## config.mk

```make
export PLATFORM = sky130hd
export DESIGN_NAME = ext_irq_ctrl
export DESIGN_NICKNAME = d
export VERILOG_FILES = /design/src/rtl/eic_pkg.sv /design/src/rtl/eic_sync.sv /design/src/rtl/eic_detect.sv /design/src/rtl/eic_regs.sv /design/src/rtl/eic_arb.sv /design/src/rtl/ext_irq_ctrl.sv
export SDC_FILE = /design/constraint.sdc
export NUM_CORES = 1
export LEC_CHECK = 0
export BUFFER_PORTS_ARGS = -buffer_cell sky130_fd_sc_hd__buf_2
export CORE_MARGIN = 1
export CORE_UTILIZATION = 41
export DETAILED_ROUTE_END_ITERATION = 8
export MAX_ROUTING_LAYER = met4
export PLACE_DENSITY = 0.86
export SLEW_MARGIN = 20
export SYNTH_ARGS = -nofsm -noshare
export SYNTH_HDL_FRONTEND = slang
export SYNTH_HIERARCHICAL = 1
export SYNTH_SLANG_ARGS = --single-unit
```

## constraint.sdc

```tcl
create_clock -name clk -period 1.46 [get_ports clk]
set_input_delay 0 -clock clk [delete_from_list [all_inputs] [get_ports clk]]
set_output_delay 0 -clock clk [all_outputs]
set_load 0.02 [all_outputs]
```

## src/rtl/eic_pkg.sv

```systemverilog
package eic_pkg;
    localparam int unsigned NCH    = 2;
    localparam int unsigned ADDR_W = 6;
    localparam int unsigned DATA_W = 8;
    localparam int unsigned VEC_W  = 12;

    typedef enum logic [1:0] {
        SENSE_LOW  = 2'b00,
        SENSE_NONE = 2'b01,
        SENSE_FALL = 2'b10,
        SENSE_RISE = 2'b11
    } sense_e;

    typedef enum logic [1:0] {
        ST_IDLE = 2'd0,
        ST_CH0  = 2'd1,
        ST_CH1  = 2'd2
    } arb_state_e;
endpackage

```

## src/rtl/eic_sync.sv

```systemverilog
module eic_sync #(
    parameter int unsigned NCH = 2
) (
    input  logic           clk,
    input  logic           rst_n,
    input  logic [NCH-1:0] pin_i,
    output logic [NCH-1:0] cur_o,
    output logic [NCH-1:0] prev_o
);
    for (genvar c = 0; c < NCH; c++) begin : g_ch
        logic meta_q, cur_q, prev_q;
        always_ff @(posedge clk or negedge rst_n) begin
            if (!rst_n) begin
                meta_q <= 1'b1;
                cur_q  <= 1'b1;
                prev_q <= 1'b1;
            end else begin
                meta_q <= pin_i[c];
                cur_q  <= meta_q;
                prev_q <= cur_q;
            end
        end
        assign cur_o[c]  = cur_q;
        assign prev_o[c] = prev_q;
    end
endmodule

```

## src/rtl/eic_detect.sv

```systemverilog
module eic_detect
    import eic_pkg::*;
#(
    parameter int unsigned NCH = 2
) (
    input  logic             clk,
    input  logic             rst_n,
    input  logic [NCH-1:0]   cur_i,
    input  logic [NCH-1:0]   prev_i,
    input  logic [2*NCH-1:0] sense_i,
    output logic [NCH-1:0]   event_o
);
    for (genvar c = 0; c < NCH; c++) begin : g_ch
        sense_e mode;
        assign mode = sense_e'(sense_i[2*c +: 2]);
        always_comb begin
            unique case (mode)
                SENSE_LOW:  event_o[c] = ~cur_i[c];
                SENSE_NONE: event_o[c] = 1'b0;
                SENSE_FALL: event_o[c] = prev_i[c] & ~cur_i[c];
                SENSE_RISE: event_o[c] = ~prev_i[c] & cur_i[c];
                default:    event_o[c] = 1'b0;
            endcase
        end

        assert_none_silent_R6: assert property (@(posedge clk) disable iff (!rst_n)
            (mode == SENSE_NONE) |-> !event_o[c]);
    end
endmodule

```

## src/rtl/eic_regs.sv

```systemverilog
module eic_regs #(
    parameter int unsigned NCH       = 2,
    parameter int unsigned ADDR_W    = 6,
    parameter int unsigned DATA_W    = 8,
    parameter logic [ADDR_W-1:0] MASK_ADDR = 6'h3B,
    parameter logic [ADDR_W-1:0] FLAG_ADDR = 6'h3A
) (
    input  logic              clk,
    input  logic              rst_n,
    input  logic [NCH-1:0]    event_i,
    input  logic [NCH-1:0]    hw_clr_i,
    input  logic [ADDR_W-1:0] addr_i,
    input  logic              wr_i,
    input  logic [DATA_W-1:0] wdata_i,
    output logic [DATA_W-1:0] rdata_o,
    output logic [NCH-1:0]    mask_q,
    output logic [NCH-1:0]    flag_q,
    output logic [NCH-1:0]    mask_d,
    output logic [NCH-1:0]    flag_d
);
    localparam int unsigned LSB = DATA_W - NCH;

    logic            mask_we, flag_we;
    logic [NCH-1:0]  sw_clr;

    assign mask_we = wr_i && (addr_i == MASK_ADDR);
    assign flag_we = wr_i && (addr_i == FLAG_ADDR);
    assign sw_clr  = flag_we ? wdata_i[LSB +: NCH] : '0;
    assign mask_d  = mask_we ? wdata_i[LSB +: NCH] : mask_q;
    assign flag_d  = event_i | (flag_q & ~sw_clr & ~hw_clr_i);

    always_ff @(posedge clk or negedge rst_n) begin
        if (!rst_n) begin
            mask_q <= '0;
            flag_q <= '0;
        end else begin
            mask_q <= mask_d;
            flag_q <= flag_d;
        end
    end

    always_comb begin
        rdata_o = '0;
        if (addr_i == MASK_ADDR)      rdata_o[LSB +: NCH] = mask_q;
        else if (addr_i == FLAG_ADDR) rdata_o[LSB +: NCH] = flag_q;
    end

    for (genvar c = 0; c < NCH; c++) begin : g_chk
        assert_event_sets_R13: assert property (@(posedge clk) disable iff (!rst_n)
            event_i[c] |=> flag_q[c]);
        assert_w1c_R12: assert property (@(posedge clk) disable iff (!rst_n)
            (flag_we && wdata_i[LSB+c] && !event_i[c]) |=> !flag_q[c]);
    end
endmodule

```

## src/rtl/eic_arb.sv

```systemverilog
module eic_arb
    import eic_pkg::*;
#(
    parameter int unsigned NCH      = 2,
    parameter int unsigned VEC_W    = 12,
    parameter int unsigned VEC_STEP = 2
) (
    input  logic             clk,
    input  logic             rst_n,
    input  logic [NCH-1:0]   pend_d_i,
    input  logic             ack_i,
    output logic             req_o,
    output logic [VEC_W-1:0] vec_o,
    output logic [NCH-1:0]   hw_clr_o
);
    localparam logic [VEC_W-1:0] VEC0 = VEC_W'(VEC_STEP);
    localparam logic [VEC_W-1:0] VEC1 = VEC_W'(2 * VEC_STEP);

    arb_state_e state_q, state_d;

    always_ff @(posedge clk or negedge rst_n) begin
        if (!rst_n) state_q <= ST_IDLE;
        else        state_q <= state_d;
    end

    always_comb begin
        if (pend_d_i[0])      state_d = ST_CH0;
        else if (pend_d_i[1]) state_d = ST_CH1;
        else                  state_d = ST_IDLE;
    end

    always_comb begin
        req_o    = 1'b0;
        vec_o    = '0;
        hw_clr_o = '0;
        unique case (state_q)
            ST_IDLE: ;
            ST_CH0: begin
                req_o       = 1'b1;
                vec_o       = VEC0;
                hw_clr_o[0] = ack_i;
            end
            ST_CH1: begin
                req_o       = 1'b1;
                vec_o       = VEC1;
                hw_clr_o[1] = ack_i;
            end
            default: ;
        endcase
    end

    assert_vec_match_R9: assert property (@(posedge clk) disable iff (!rst_n)
        req_o ? (vec_o == VEC0 || vec_o == VEC1) : (vec_o == '0));
    assert_clr_onehot_R11: assert property (@(posedge clk) disable iff (!rst_n)
        $onehot0(hw_clr_o));
endmodule

```

## src/rtl/ext_irq_ctrl.sv

```systemverilog
module ext_irq_ctrl
    import eic_pkg::*;
(
    input  logic               clk,
    input  logic               rst_n,
    input  logic [NCH-1:0]     pin_i,
    input  logic [2*NCH-1:0]   sense_i,
    input  logic               gie_i,
    input  logic [ADDR_W-1:0]  bus_addr_i,
    input  logic               bus_wr_i,
    input  logic [DATA_W-1:0]  bus_wdata_i,
    output logic [DATA_W-1:0]  bus_rdata_o,
    output logic               irq_req_o,
    output logic [VEC_W-1:0]   irq_vec_o,
    input  logic               irq_ack_i
);
    logic [NCH-1:0] cur, prev, evt, hw_clr;
    logic [NCH-1:0] mask_q, flag_q, mask_d, flag_d, pend_d;

    eic_sync #(.NCH(NCH)) u_sync (
        .clk(clk), .rst_n(rst_n), .pin_i(pin_i), .cur_o(cur), .prev_o(prev)
    );

    eic_detect #(.NCH(NCH)) u_det (
        .clk(clk), .rst_n(rst_n), .cur_i(cur), .prev_i(prev),
        .sense_i(sense_i), .event_o(evt)
    );

    eic_regs #(.NCH(NCH), .ADDR_W(ADDR_W), .DATA_W(DATA_W)) u_regs (
        .clk(clk), .rst_n(rst_n), .event_i(evt), .hw_clr_i(hw_clr),
        .addr_i(bus_addr_i), .wr_i(bus_wr_i), .wdata_i(bus_wdata_i),
        .rdata_o(bus_rdata_o), .mask_q(mask_q), .flag_q(flag_q),
        .mask_d(mask_d), .flag_d(flag_d)
    );

    assign pend_d = flag_d & mask_d & {NCH{gie_i}};

    eic_arb #(.NCH(NCH), .VEC_W(VEC_W)) u_arb (
        .clk(clk), .rst_n(rst_n), .pend_d_i(pend_d), .ack_i(irq_ack_i),
        .req_o(irq_req_o), .vec_o(irq_vec_o), .hw_clr_o(hw_clr)
    );

    assert_req_needs_gie_R8: assert property (@(posedge clk) disable iff (!rst_n)
        irq_req_o |-> $past(gie_i));
    assert_prio_ch0_R10: assert property (@(posedge clk) disable iff (!rst_n)
        (irq_vec_o == VEC_W'(4)) |-> !(flag_q[0] && mask_q[0]));
    assert_ack_clears_R11: assert property (@(posedge clk) disable iff (!rst_n)
        (irq_ack_i && irq_vec_o == VEC_W'(2) && !evt[0]) |=> !flag_q[0]);
    assert_flag_wo_mask_R7: assert property (@(posedge clk) disable iff (!rst_n)
        (evt[1] && !mask_q[1]) |=> flag_q[1]);
endmodule

```

==> results by group <==
Synth
  • Post-synth top area share: 0.211
  • Mean area per synthesized cell: 10.5 um2
  • Mapped cell area: 746 um2
  • Ranking of synthesized cells by area: dfstp_2 (21%), buf_4 (20%), dfrtp_1 (20%), ha_1 (6.7%), mux2i_1 (5.4%)
  • Netlist cell types: 20
  • Synthesized flop and latch total: 12
  • Biggest area consumer among synthesized cells: dfstp_2
  • Post-synthesis sequential area ratio: 0.413
  • YS warnings: 6
  • Post-Synthesis Cells: 71

Worst setup path
  • FF-to-FF path depth: 7
  • Kind of critical path: reg2reg
  • Worst endpoint required time: 1.61 ns
  • CP Data Arrival Time: 1.53 ns
  • Crit-path cells: inv_2 > ha_1 > and2_1 > inv_1 > a31o_2 > and3_1 > nor2b_4
  • CP delay by family, top: flip-flops
  • CP max-delay cell: dfrtp_1
  • Crit-path max cell delay: 0.41 ns
  • CP Launch Type: flip-flop
  • Worst R2R Setup Slack: 0.08 ns
  • CP Buf/Inv Count: 2
  • Crit path capture type: flip-flop
  • Critical Path Stages: 7
  • Max FO, Critical Path: 3

Clock tree
  • Num CTS Buffers: 3
  • H-tree levels: 1
  • Clk slew on worst S/H paths: 0.07 ns
  • # clock sinks: 12
  • Clock latency on the worst-skew pair: 0.26 ns
  • Root Buffer Master: clkbuf_4
  • CTS tree: built
  • CTS max path bufs: 2
  • Setup Buffers After CTS: 0

Power
  • Switch share: 0.266
  • P_sw: 0.211 mW
  • Pwr Total: 0.794 mW
  • Clock power frac: 0.316
  • Reg power frac: 0.481
  • Leakage power: 0.458 nW
  • Pwr dens: 922 nW/um2
  • Int Pwr: 0.582 mW
  • Comb pwr share: 0.203
  • VDD IR-drop max: 0.000815 V

Floorplanning
  • Initial core utilization: 0.437
  • Die W: 44.6 um
  • Die area: 1990 um2
  • Core Area: 1710 um2
  • # rows: 15
  • I/O Pins: 46
  • Die Y: 44.6 um

Cells and area
  • Antenna cells: 0
  • Most common cell after layout, fill and taps aside: buf_2
  • Layout cell share with drive strength beyond 1: 0.432
  • Final net count: 125
  • P&R area growth vs syn: 15.4%
  • Highest-count cells in the layout ignoring fill and taps: buf_2 (23), conb_1 (16), dfrtp_1 (6), dfstp_2 (6)
  • Post-route insts no fill: 120

Run
  • Max-cap violations: 0

Timing
  • Tcrit/Tclk final: 0.943
  • Final setup viols: 0
  • Final Hold Vio Count: 0
  • Final Critical Period: 1.38 ns
  • Max Slew Vio Count: 0
  • Setup tns final: 0 ns
  • Max Fclk: 727 MHz
  • Clock skew: 0.00295 ns
  • Unrepaired setup endpoints after global routing: no

Routing
  • Routed vias/inst: 4.00
  • DRT Pass-1 Iters: 2
  • Via Count: 480
  • DRC Markers: 0
  • WL/cell: 8.60 um
  • Final wirelength: 1.03 mm
  • Antenna-violating nets left: 0
  • Initial DRC count: 2

Placement
  • IO Port Bufs: 23
  • Placer Congestion: 0.746
  • Post-Place Cells: 113
  • Hpwl dp: 859 um

GRT
  • Global route hottest layer: met2
  • Met1 usage: 0.144
  • GR Util met2: 0.200
  • Largest net degree at the start of global routing: 13
  • Vias in the first global route: 462
  • Antenna violations before repair: 0
  • GRT overflow: 0
  • Met3 Resource Use GR: 0.0327
  • First-pass GRT wire length: 1.73 mm
  • Gr usage total: 0.119

Hold path
  • Worst Hold Depth: 2
  • Worst Hold Class: in2reg

Outcome
  • Outcome: finished clean
-- final cells by class --
type                            count  area, um2
Inverter                            5       18.8
Clock buffer                        4       36.3
Timing Repair Buffer               26        145
Multi-Input combinational cell     48        322
Fill cell                         171        847
Sequential cell                    12        308
Tap cell                           25       31.3
-- path summary, 6_finish.rpt --
path / from / to
max reg2reg: u_arb/state_q[0] / u_arb/state_q[1]
max in group asynchronous: rst_n / u_sync/g_ch[0].prev_q
min in group asynchronous: rst_n / u_regs/flag_q[1]
max: u_arb/state_q[0] / u_arb/state_q[1]
min: bus_wdata_i[7] / u_regs/mask_q[1]
min reg2reg: u_sync/g_ch[1].meta_q / u_sync/g_ch[1].cur_q
-- layer usage --
| metal | vias up | wire length [um] |
|---|---|---|
| met3 | 0 | 74 |
| met4 | 0 | 0 |
| met5 | - | 0 |
| li1 | 242 | - |
| met2 | 26 | 504 |
| met1 | 212 | 453 |
-- cells by family (layout without fill, tap and decap cells) --
group / Yosys count / count (layout) / share of synthesized area
AOI/OAI and AO/OA: 2 / 2 / 0.0235
adders and majority gates: 4 / 4 / 0.0671
buffers and inverters: 25 / 35 / 0.227
DFF: 12 / 12 / 0.413
muxes: 6 / 6 / 0.0839
other: 2 / 16 / 0.0101
and+or+nand+nor: 20 / 20 / 0.176
-- per-stage QoR --
step / utilization / hold slack (ns) / setup slack, ns / cell area, um2
finish: 0.504 / 0.00637 / 0.0838 / 861
global route: 0.504 / 0.0153 / 0.00506 / 861
CTS: 0.504 / 0.00227 / 0.0569 / 861
detailed placement: 0.465 / -0.114 / 0.0736 / 795
global placement: 0.465 / -0.123 / 0.102 / 795
floorplan: - / -0.296 / 0.126 / 798
-- flip-flops by register name (all words and copies together), names as in the netlist --
name and count:
u_sync/g_ch.meta_q 2, u_regs/mask_q 2, u_sync/g_ch.cur_q 2, u_arb/state_q 2, u_regs/flag_q 2, u_sync/g_ch.prev_q 2
-- power groups by stage --
stage / clock (mW) / combinational [mW] / sequential, mW
after global placement: 0 / 0.151 / 0.384
after detailed placement: 0 / 0.155 / 0.387
after floorplan: 0 / 0.146 / 0.383
after global routing: 0.276 / 0.181 / 0.385
after CTS: 0.256 / 0.162 / 0.381
final: 0.251 / 0.161 / 0.382
-- synth_stat cells --
library cell  number
conb_1             2
nand2b_1           2
ha_1               4
inv_1              5
and3_1             2
nor2_1             2
or2_0              2
and4b_2            1
mux2i_1            4
dfstp_2            6
and2_1             2
nand4_2            1
dfrtp_1            6
a31o_2             2
nor2b_1            2
nand2_1            3
nor2b_4            1
mux2_2             2
buf_4             20
nand4_1            2
-- what timing repair did --
item,CTS,global route
endpoints found under the setup margin,0,1
hold buffers,3,0
hold endpoints to repair,14,0
gates resized for setup,0,1
(Power assumes the default switching activity.)
